## src/rtl/uc_pkg.sv

```systemverilog
package uc_pkg;

  localparam int ADDR_W  = 6;
  localparam int CTRL_W  = 26;
  localparam int COND_W  = 2;
  localparam int WORD_W  = CTRL_W + ADDR_W + COND_W + 1;
  localparam int DEPTH   = 1 << ADDR_W;

  typedef enum logic [COND_W-1:0] {
    COND_NONE   = 2'b00,
    COND_READY  = 2'b01,
    COND_BRANCH = 2'b10,
    COND_MODE   = 2'b11
  } cond_e;

  typedef struct packed {
    logic [ADDR_W-1:0] j;
    cond_e             cond;
    logic              ird;
    logic [CTRL_W-1:0] ctl;
  } uword_t;

  // Microprogram: fetch loop, decode dispatch, branch and addressing-mode states.
  function automatic uword_t uc_word(input logic [ADDR_W-1:0] a);
    uword_t w;
    w.j    = 6'd18;
    w.cond = COND_NONE;
    w.ird  = 1'b0;
    w.ctl  = {a ^ 6'h2A, a, ~a, a[0], a, 1'b0};
    case (a)
      6'd18, 6'd19: w.j = 6'd33;
      6'd33: begin w.j = 6'd33; w.cond = COND_READY; end
      6'd35: w.j = 6'd32;
      6'd32: begin w.ird = 1'b1; w.ctl[0] = 1'b1; end
      6'd0:  begin w.j = 6'd18; w.cond = COND_BRANCH; end
      6'd4:  begin w.j = 6'd20; w.cond = COND_MODE; end
      default: ;
    endcase
    return w;
  endfunction

endpackage

```

## src/rtl/uc_store.sv

```systemverilog
module uc_store
  import uc_pkg::*;
(
  input  logic [ADDR_W-1:0] addr,
  output uword_t            word
);
  uword_t rom [DEPTH];

  for (genvar i = 0; i < DEPTH; i++) begin : g_word
    assign rom[i] = uc_word(ADDR_W'(i));
  end

  assign word = rom[addr];
endmodule

```

## src/rtl/uc_ben.sv

```systemverilog
module uc_ben (
  input  logic       clk,
  input  logic       rst_n,
  input  logic       load,
  input  logic [2:0] ir_nzp,
  input  logic       cc_n,
  input  logic       cc_z,
  input  logic       cc_p,
  output logic       ben
);
  logic ben_d;

  always_comb begin
    ben_d = (ir_nzp[2] & cc_n) | (ir_nzp[1] & cc_z) | (ir_nzp[0] & cc_p);
  end

  always_ff @(posedge clk or negedge rst_n) begin
    if (!rst_n)    ben <= 1'b0;
    else if (load) ben <= ben_d;
  end
endmodule

```

## src/rtl/uc_nextaddr.sv

```systemverilog
module uc_nextaddr
  import uc_pkg::*;
(
  input  logic [ADDR_W-1:0] j,
  input  cond_e             cond,
  input  logic              ird,
  input  logic [3:0]        opcode,
  input  logic              mode_bit,
  input  logic              ben,
  input  logic              ready,
  output logic [ADDR_W-1:0] next
);
  always_comb begin
    if (ird) begin
      next = {{(ADDR_W-4){1'b0}}, opcode};
    end else begin
      next = j;
      case (cond)
        COND_READY:  next[1] = j[1] | ready;
        COND_BRANCH: next[2] = j[2] | ben;
        COND_MODE:   next[0] = j[0] | mode_bit;
        default:     ;
      endcase
    end
  end
endmodule

```

## src/rtl/ucode_sequencer.sv

```systemverilog
module ucode_sequencer
  import uc_pkg::*;
#(
  parameter logic [5:0] RESET_ADDR = 6'd18,
  parameter int         BEN_LD_BIT = 0
) (
  input  logic         clk,
  input  logic         rst_n,
  input  logic [6:0]   ir_top,
  input  logic         cc_n,
  input  logic         cc_z,
  input  logic         cc_p,
  input  logic         mem_ready,
  output logic [5:0]   state,
  output logic [25:0]  ctrl
);
  logic [ADDR_W-1:0] state_q, next_addr;
  uword_t            uinst_q, uinst_d;
  logic              ben_q;

  uc_ben u_ben (
    .clk    (clk),
    .rst_n  (rst_n),
    .load   (uinst_q.ctl[BEN_LD_BIT]),
    .ir_nzp (ir_top[2:0]),
    .cc_n   (cc_n),
    .cc_z   (cc_z),
    .cc_p   (cc_p),
    .ben    (ben_q)
  );

  uc_nextaddr u_next (
    .j        (uinst_q.j),
    .cond     (uinst_q.cond),
    .ird      (uinst_q.ird),
    .opcode   (ir_top[6:3]),
    .mode_bit (ir_top[2]),
    .ben      (ben_q),
    .ready    (mem_ready),
    .next     (next_addr)
  );

  uc_store u_store (
    .addr (next_addr),
    .word (uinst_d)
  );

  always_ff @(posedge clk or negedge rst_n) begin
    if (!rst_n) begin
      state_q <= RESET_ADDR;
      uinst_q <= uc_word(RESET_ADDR);
    end else begin
      state_q <= next_addr;
      uinst_q <= uinst_d;
    end
  end

  assign state = state_q;
  assign ctrl  = uinst_q.ctl;
endmodule

```

## config.mk

```make
export PLATFORM = sky130hd
export DESIGN_NAME = ucode_sequencer
export DESIGN_NICKNAME = d
export VERILOG_FILES = /design/src/rtl/uc_pkg.sv /design/src/rtl/uc_store.sv /design/src/rtl/uc_ben.sv /design/src/rtl/uc_nextaddr.sv /design/src/rtl/ucode_sequencer.sv
export SDC_FILE = /design/constraint.sdc
export NUM_CORES = 1
export LEC_CHECK = 0
export BUFFER_PORTS_ARGS = -buffer_cell sky130_fd_sc_hd__buf_2
export CORE_MARGIN = 5
export CORE_UTILIZATION = 40
export DETAILED_ROUTE_END_ITERATION = 10
export PLACE_DENSITY = 0.73
export SLEW_MARGIN = 20
export SYNTH_ARGS = -nofsm -noshare
export SYNTH_HDL_FRONTEND = slang
export SYNTH_SLANG_ARGS = --single-unit
```

## constraint.sdc

```tcl
create_clock -name clk -period 1.4 [get_ports clk]
set_input_delay 0.42 -clock clk [delete_from_list [all_inputs] [get_ports clk]]
set_output_delay 0.42 -clock clk [all_outputs]
set_load 0.01 [all_outputs]
```

==> results of run 1 <==
## state kept, by name, indices dropped and copies added (netlist names)
register   count
ctrl           7
state          5
u_ben.ben      1
uinst_q        8
## final timing paths
kind	cells past startpoint	slack [ns]	to
setup / recovery	5	-0.09	uinst_q[26]
hold / removal	1	0.06	ctrl[12]
setup reg to reg	5	-0.09	uinst_q[26]
hold reg to reg	1	0.45	uinst_q[26]
max in group asynchronous	1	1.01	ctrl[25]
min in group clk	3	0.40	ctrl[23]
## worst max-delay path, stage by stage, from the launching register on
cell and delay (ns):
dfrtp_2 0.46, buf_6 0.14, o31ai_4 0.27, buf_4 0.15
nand4_1 0.13, nor4b_2 0.25
## stage by stage
| step | instances | area [µm²] |
|---|---|---|
| final | 148 | 1260 |
| after global routing | 148 | 1260 |
| after CTS | 147 | 1200 |
| after detailed placement | 141 | 1130 |
| after global placement | 141 | 1130 |
| after floorplan | 79 | 950 |
## layout make-up
class	count	area, µm²
Timing Repair Buffer	58	404
Clock buffer	3	22.5
Multi-Input combinational cell	29	223
Fill cell	214	977
Tap cell	28	35.0
Clock inverter	1	5.00
Sequential cell	21	537
Inverter	8	30.0
## placed cells by master (no fill, tap or decap), types with 3 or more instances in the layout
cell type and instances:
dfrtp_1 12, buf_6 13, clkbuf_4 3, buf_2 32, buf_4 13, nand2b_1 3, nor2_1 4, inv_1 6
dfstp_2 8
## metal layers
| metal | share of wire | vias to the layer above | wire (µm) | GRT usage |
|---|---|---|---|---|
| li1 | - | 322 | - | - |
| met1 | 0.38 | 296 | 665 | 0.121 |
| met2 | 0.49 | 34 | 856 | 0.192 |
| met3 | 0.13 | 0 | 223 | 0.0307 |
| met4 | 0 | 0 | 0 | 0.0291 |
| met5 | 0 | - | 0 | 0 |
## kinds of logic after synthesis
kind of cell,synth area share
AO/OA/AOI/OAI,0.0764
buffers and inverters,0.202
flip-flops,0.564
AND/OR/NAND/NOR,0.158
## timing repair
item	CTS	global route
buffers inserted	2	1
resized for setup	8	7
setup endpoints to repair	12	21
pin swaps	2	1
## where the power goes
group          switching, W  internal (W)
Combinational      0.000593      0.000730
Sequential         0.000149      0.000885
Clock              0.000162      0.000106
Total              0.000903       0.00172
## cell usage after synthesis
cell type	instances	area, µm²
nor2b_1	1	6.26
inv_1	7	26.3
o21ai_0	1	5.00
or2b_1	2	15.0
a21o_1	1	7.51
nand2b_1	3	18.8
nand4_1	1	6.26
inv_2	1	3.75
a21oi_1	2	10.0
a311o_1	1	10.0
nor2_1	4	15.0
o311ai_0	1	8.76
and3b_1	1	8.76
or3_1	1	6.26
dfrtp_1	13	325
nor4_4	1	21.3
nand3_1	1	5.00
and2_4	1	8.76
dfstp_2	8	210
o31ai_4	1	21.3
nand3b_1	1	7.51
buf_6	1	11.3
buf_4	20	150
nand2_1	2	7.51
a222oi_1	1	10.0
nor4b_2	1	15.0
nand4b_1	1	8.76
==> summary.txt, run 1 <==
Place
  – Routability cong.: 0.805
  – I/O Buffers: 44
  – Pre-CTS WS: -0.216 ns
  – Detailed Place HPWL: 1.47 mm

Global routing
  – Tot GR Track Use: 0.106
  – Largest net degree at the start of global routing: 22
  – Vias in the first global route: 670
  – First-pass GRT wire length: 2.84 mm
  – Total gr overflow: 0
  – Initial antenna violation count: 0

STA
  – Max_slew headroom: 0.713
  – RSZ-0062 raised after global routing: yes
  – Final worst slack: -0.0913 ns
  – Least-Margin Pin Slew: ~0.43 ns
  – Final setup violation count: 13
  – Max Freq: 0.671 GHz
  – Final period util: 1.07
  – Hold Fails Final Rpt: 0
  – Pins Over Slew Limit: 0
  – Post-Route Skew: 0.00590 ns
  – Min Hold Slack: 0.0561 ns
  – Tmin final: 1.49 ns
  – Fin Setup TNS: -0.390 ns

Synthesis
  – #FFs+latches synth: 21
  – Syn Area/Cell: 12.0 µm²
  – Synth Net Count: 92
  – Mapped Cells: 79
  – Count of cell types in the netlist: 27
  – Synth warn: 0
  – Seq/Total Area, Yosys: 0.564
  – Post-Synthesis Cell Area: 950 µm²

Detailed routing
  – Antenna-violating nets left: 0
  – Total Wirelength: approximately 1.7 mm
  – Mean number of vias per cell: 4.41
  – Via count: 652
  – # DRC: 0
  – Pre-antenna DRT Iters: 5
  – DR WL/cell: 11.8 µm
  – Drt first-iter violations: 9

CTS
  – Clock Tree Root: clkbuf_4
  – CTS hold repair buffers: 0
  – Bufs on Longest Clock Path: 2
  – H-tree depth: 1
  – Clock Pin Slew Worst Setup and Hold Paths: 0.11 ns
  – Clk sinks: 21
  – CTS tree: yes
  – Worst-skew pair later-pin latency: 0.29 ns
  – CTS buffer count: 3

Floorplanning
  – Initial Util: 0.425
  – Die W: 58.7 µm
  – Core area: 2230 µm²
  – Num rows: 17
  – Die height: 58.7 µm
  – # IOs: 45
  – Die area: 3450 µm²

Critical path
  – Setup CP Type: reg -> reg
  – Setup crit end kind: flop
  – Worst EP required: between 1.5 and 2 ns
  – Worst r2r src: uinst_q[26]
  – Arrival time worst endpoint: 1.68 ns
  – Worst Setup SP: uinst_q[26]
  – Max Fanout on Critical Path: 6
  – Critical Path Start Type: flop

Power and ir drop
  – Pwr Total: around 0.0026 W
  – Leakage: 0.667 nW
  – Peak VDD IR: about 1.1 mV
  – Power density cells: ~2100 nW/µm²

Worst hold path
  – HP Class: in -> async

Cells and area
  – Layout Utilization: 0.562
  – Area grow syn2layout: 32.3%
  – Ant diodes: 0
  – NumNets Final: about 130
  – Share of layout cells above drive strength 1: 0.642

Outcome
  – Failing checks: setup timing
  – Outcome: complete, but fails checks

Run
  – Max Cap Viol: 0
(Power assumes the default switching activity.)
==> run 2: changes to the inputs <==
Settings changed: ABC_AREA set to 1.
==> run 2 against run 1 <==
Compared with the run above: the run still ends with setup timing left; die area down 0.44%; wire length down 0.23%; clock-buffer cell count up 1; sequential power about the same; critical endpoint is now state[1]; largest cell class unchanged; largest power group unchanged.
==> summary.txt, run 2 <==
Outcome
  – Outcome: complete, but fails checks
  – Failing checks: setup timing

Cells and area
  – Share of layout cells above drive strength 1: 0.600
  – Ant diodes: 0
  – Commonest non-fill, non-tap cell in the layout: buf_2
  – NumNets Final: 134
  – Fillers: 210
  – Area grow syn2layout: 21.2%
  – Most frequent cells in the layout: 38 x buf_2, 12 x dfrtp_1, 11 x inv_1
  – Max FFs per register: 8
  – Biggest register: uinst_q
  – Layout Utilization: 0.513

CTS
  – CTS tree: yes
  – CTS hold repair buffers: 0
  – CTS buffer count: 3
  – Worst-skew pair later-pin latency: 0.30 ns
  – Clock Pin Slew Worst Setup and Hold Paths: ~0.11 ns
  – Bufs on Longest Clock Path: 2
  – Clk sinks: 21
  – Clock Tree Root: clkbuf_4
  – H-tree depth: 1

Synthesis
  – Post-Synthesis Cell Area: 945 µm²
  – Post-synth top cells: 20 x buf_4, 13 x dfrtp_1, 11 x inv_1
  – Top_reg_cell synth: dfrtp_1
  – Synth Net Count: 104
  – Synth top area share: 0.344
  – Async SR Flop Fraction: 1.00
  – Count of cell types in the netlist: 21
  – #FFs+latches synth: 21
  – Count leader, synth: buf_4
  – Syn Area/Cell: 10.4 µm²
  – Synth area leader: dfrtp_1
  – Mapped Cells: between 90 and 100
  – Number of synthesized flops with an enable pin: 0
  – Seq/Total Area, Yosys: 0.567
  – Synth warn: 0
  – Top post-synthesis cells by area: dfrtp_1 34%, dfstp_2 22%, buf_4 16%, inv_1 4.4%, nand2_1 4.0%

STA
  – RSZ-0062 raised after global routing: yes
  – Final setup violation count: 3
  – Hold Fails Final Rpt: 0
  – Max_slew headroom: 0.698
  – Least-Margin Pin Slew: between 0.4 and 0.5 ns
  – Pins Over Slew Limit: 0
  – Final period util: 1.00
  – Tmin final: 1.40 ns
  – Post-Route Skew: 0.00607 ns
  – Final worst slack: -0.00227 ns
  – Max Freq: between 0.7 and 0.8 GHz

Place
  – Detailed Place HPWL: 1.42 mm
  – Routability cong.: 0.869
  – I/O Buffers: 44
  – Pre-CTS WS: 0.0285 ns

Detailed routing
  – Total Wirelength: about 1.7 mm
  – Pre-antenna DRT Iters: 2
  – Drt first-iter violations: 5
  – # DRC: 0
  – DR WL/cell: 11.8 µm
  – Via count: 643
  – Antenna-violating nets left: 0
  – Mean number of vias per cell: between 4 and 5

Power and ir drop
  – Pwr Total: about 0.0024 W
  – Peak VDD IR: 0.872 mV
  – Power density cells: approximately 2100 nW/µm²
  – Leakage: roughly 0.63 nW

Floorplanning
  – Core area: between 2000 and 2500 µm²
  – Num rows: 17
  – Die W: 58.6 µm
  – # IOs: 45
  – Initial Util: 0.423
  – Die height: 58.6 µm
  – Die area: 3430 µm²

Critical path
  – Crit path max-delay family: flip-flops
  – CP max stage cell: dfstp_2
  – CP Buf/Inv Count: 1
  – Setup crit end kind: output port
  – Max Fanout on Critical Path: 3
  – Critical Path Start Type: flop
  – Worst-path cell chain: buf_6
  – Worst Setup SP: state[1]
  – Worst EP required: roughly 0.98 ns
  – Worst r2r src: uinst_q[26]
  – CP max stage delay: roughly 0.58 ns
  – Arrival time worst endpoint: 0.98 ns
  – Setup CP Type: reg -> out

Global routing
  – Initial antenna violation count: 0
  – Total gr overflow: 0
  – Tot GR Track Use: 0.108
  – Vias in the first global route: roughly 600
  – First-pass GRT wire length: 2.73 mm
  – Largest net degree at the start of global routing: 22

Run
  – Max Cap Viol: 0

Worst hold path
  – HP Class: in -> async
-- run 2: changes by cell type after synthesis, moves of 3 or more --
cell and change:
nand2_1 +8, inv_1 +4, nand2b_1 -3, nand3_1 +4
-- run 2: final timing paths --
| check | to | slack (ns) | depth (start not counted) |
|---|---|---|---|
| worst max-delay path | state[1] | -0.002 | 1 |
| worst min-delay path | uinst_q[30] | 0.05 | 1 |
| worst max register to register | uinst_q[30] | 0.09 | 7 |
| worst min register to register | ctrl[23] | 0.47 | 1 |
| max in group asynchronous | state[4] | 1.00 | 1 |
| min in group clk | ctrl[23] | 0.27 | 2 |
-- run 2: final cells by class --
class	instances	area [µm²]	area share
inverter	13	51.3	0.0448
sequential	21	537	0.469
clock buffer	4	26.3	0.0230
multi-input combinational	36	219	0.191
tap	28	35.0	0.0306
timing repair buffer	46	277	0.242
-- run 2: cells by family (layout without fill, tap and decap cells) --
family	count (synthesis)	count (layout)	share of synthesized area
AND/OR/NAND/NOR	32	32	0.185
AO/OA/AOI/OAI	4	4	0.0225
buffers and inverters	34	63	0.225
flip-flops	21	21	0.567
-- run 2: metrics by stage --
stage | hold slack [ns] | std cells | cell area (µm²) | TNS (ns)
floorplan | 0.124 | 91 | 945 | 0
global placement | 0.384 | 142 | 1040 | 0
detailed placement | 0.395 | 142 | 1040 | 0
CTS | 0.0605 | 146 | 1070 | -0.0140
global route | 0.0905 | 148 | 1140 | -0.341
finish | 0.0500 | 148 | 1140 | -0.00429
-- run 2: timing repair --
action                     CTS  global route
resized for setup            1            13
setup buffers                0             2
setup endpoints to repair    5            14
-- run 2: metal layers --
metal  share of wire  wire [µm]  track usage  vias up
li1                -          -            -      316
met3            0.10        178       0.0219        4
met5               0          0            0        -
met2            0.48        829        0.172       34
met1            0.40        695        0.132      289
met4           0.022         38       0.0680        0
-- run 2: power by group --
| part | switching, W | total, W | internal, W |
|---|---|---|---|
| clock network | 0.000167 | 0.000278 | 0.000111 |
| logic | 0.000643 | 0.00111 | 0.000468 |
| registers | 0.000122 | 0.00100 | 0.000881 |
| total | 0.000932 | 0.00239 | 0.00146 |
==> run 3: changes to the inputs <==
Settings changed: BUFFER_PORTS_ARGS -buffer_cell sky130_fd_sc_hd__buf_2 to not set, CORE_UTILIZATION 40 to 45, DONT_BUFFER_PORTS set to 1, PLACE_DENSITY 0.73 to 0.62, REMOVE_ABC_BUFFERS set to 1.
==> run 3 against run 2 <==
Compared with the run above: clock power up 6%; core utilization down 4.5 points; sequential cell count unchanged; the run now ends clean; sequential share of layout area up 11 points; non-clock buffer count down 41; clock-buffer cell count down 1; fmax up 0.40%; via count down 20%; sequential power up 21%; cell area down 19%; critical path type unchanged; wire length down 9.3%; first-iteration DRC count down 40%.
==> summary.txt, run 3 (same netlist as run 2, synthesis figures left out) <==
Outcome
  – Outcome: finished, final reports clean

Critical path
  – Setup CP Type: reg -> out
  – Critical Path Start Type: flop
  – Arrival time worst endpoint: 0.98 ns
  – Worst EP required: 0.98 ns
  – Setup crit end kind: output port
  – Max Fanout on Critical Path: 4

Cells and area
  – Post-route cell area: ~900 µm²
  – Max FFs per register: 8
  – Share of layout cells above drive strength 1: 0.380
  – Biggest register: uinst_q
  – Ant diodes: 0
  – Multi-input combinational cell area: 213 µm²
  – Layout Utilization: 0.467
  – Most frequent cells in the layout: 11 x inv_1, 11 x dfrtp_1, 9 x nand2_1
  – Register area: 538 µm²
  – Area grow syn2layout: -1.99%
  – Fillers: 183
  – NumNets Final: 93

Floorplanning
  – Initial Util: 0.477
  – Die height: 55.8 µm
  – Die area: approximately 3100 µm²
  – Num rows: 16
  – # IOs: 45
  – Die W: ~56 µm
  – Core area: 1980 µm²

Power and ir drop
  – Power density cells: ~2200 nW/µm²
  – Peak VDD IR: 0.849 mV
  – Leakage: 0.456 nW

Place
  – Pre-CTS WS: roughly 0.020 ns
  – Placed Area: 832 µm²
  – Detailed Place HPWL: ~1.2 mm
  – Routability cong.: between 0.7 and 0.8
  – I/O Buffers: 0

Detailed routing
  – Drt first-iter violations: 3
  – Total Wirelength: 1.58 mm
  – Mean number of vias per cell: 4.83
  – Antenna-violating nets left: 0
  – DR WL/cell: 14.9 µm
  – # DRC: 0
  – Via count: a little over 500
  – Pre-antenna DRT Iters: 3

CTS
  – Clk sinks: 21
  – Clock Pin Slew Worst Setup and Hold Paths: approximately 0.12 ns
  – Bufs on Longest Clock Path: 2
  – Clock Tree Root: clkbuf_4
  – H-tree depth: 1
  – CTS buffer count: 3
  – CTS tree: yes
  – Worst-skew pair later-pin latency: 0.31 ns

STA
  – Hold Fails Final Rpt: 0
  – Post-Route Skew: roughly 0.0014 ns
  – Final worst slack: 0.00330 ns
  – Final period util: 0.998
  – Tmin final: between 1 and 1.5 ns
  – RSZ-0062 raised after global routing: yes
  – Max Freq: 0.716 GHz
  – Max_slew headroom: 0.398
  – Final setup violation count: 0
  – Pins Over Slew Limit: 0
  – Least-Margin Pin Slew: 0.903 ns

Worst hold path
  – HP Class: in -> reg

Global routing
  – Tot GR Track Use: 0.102
  – Vias in the first global route: around 550
  – Initial antenna violation count: 0
  – First-pass GRT wire length: about 2.4 mm
  – Largest net degree at the start of global routing: 22
  – Total gr overflow: 0

Run
  – Max Cap Viol: 0
## run 3: cell types whose count changed in the layout (fill, tap and decap cells not counted), sizes merged
cell,delta
buf,-42
clkbuf,-1
clkinv,+1
dlymetal6s4s,+1
## run 3: through the flow
stage	TNS, ns	cells	hold WS [ns]	total power (W)
final	0	106	0.149	0.00205
after global routing	-0.167	106	0.132	0.00218
after CTS	0	106	0.150	0.00201
after detailed placement	0	99	0.125	0.00169
after global placement	0	99	0.125	0.00167
after floorplan	0	70	0.124	0.00154
## run 3: what timing repair did
action | 4_1_cts | 5_1_grt
resized for setup | 1 | 7
pin swaps | 0 | 2
setup endpoints to repair | 1 | 26
hold buffers | 1 | 0
endpoints found under the hold margin | 21 | 0
buffers inserted | 2 | 0
## run 3: cell type report
cell class,count,area share
Sequential cell,21,0.581
Multi-Input combinational cell,36,0.230
Timing Repair Buffer,5,0.0676
Inverter,13,0.0554
Tap cell,27,0.0365
Clock buffer,3,0.0243
Clock inverter,1,0.00541
## run 3: worst paths after layout
check	depth (start not counted)	endpoint	slack, ns	startpoint
max in group asynchronous	1	uinst_q[26]	0.50	rst_n
worst min-delay path	1	ctrl[23]	0.15	ir_top[6]
min in group asynchronous	1	ctrl[19]	0.29	rst_n
worst max-delay path	0	ctrl[5]	0.003	state[4]
worst min register to register	2	state[4]	0.53	uinst_q[33]
worst max register to register	8	uinst_q[30]	0.06	uinst_q[26]
## run 3: report_power, final
group | total (W) | internal [W] | switching [W]
registers | 0.00121 | 0.000887 | 0.000322
clock network | 0.000296 | 0.000107 | 0.000189
logic | 0.000543 | 0.000193 | 0.000351
total | 0.00205 | 0.00119 | 0.000861
## run 3: routing by layer
| layer | GRT usage | vias up | part of all wire |
|---|---|---|---|
| met1 | 0.106 | 260 | 0.37 |
| met5 | 0 | - | 0 |
| met4 | 0.0712 | 0 | 0.043 |
| met2 | 0.166 | 14 | 0.51 |
| li1 | - | 233 | - |
| met3 | 0.0441 | 5 | 0.073 |
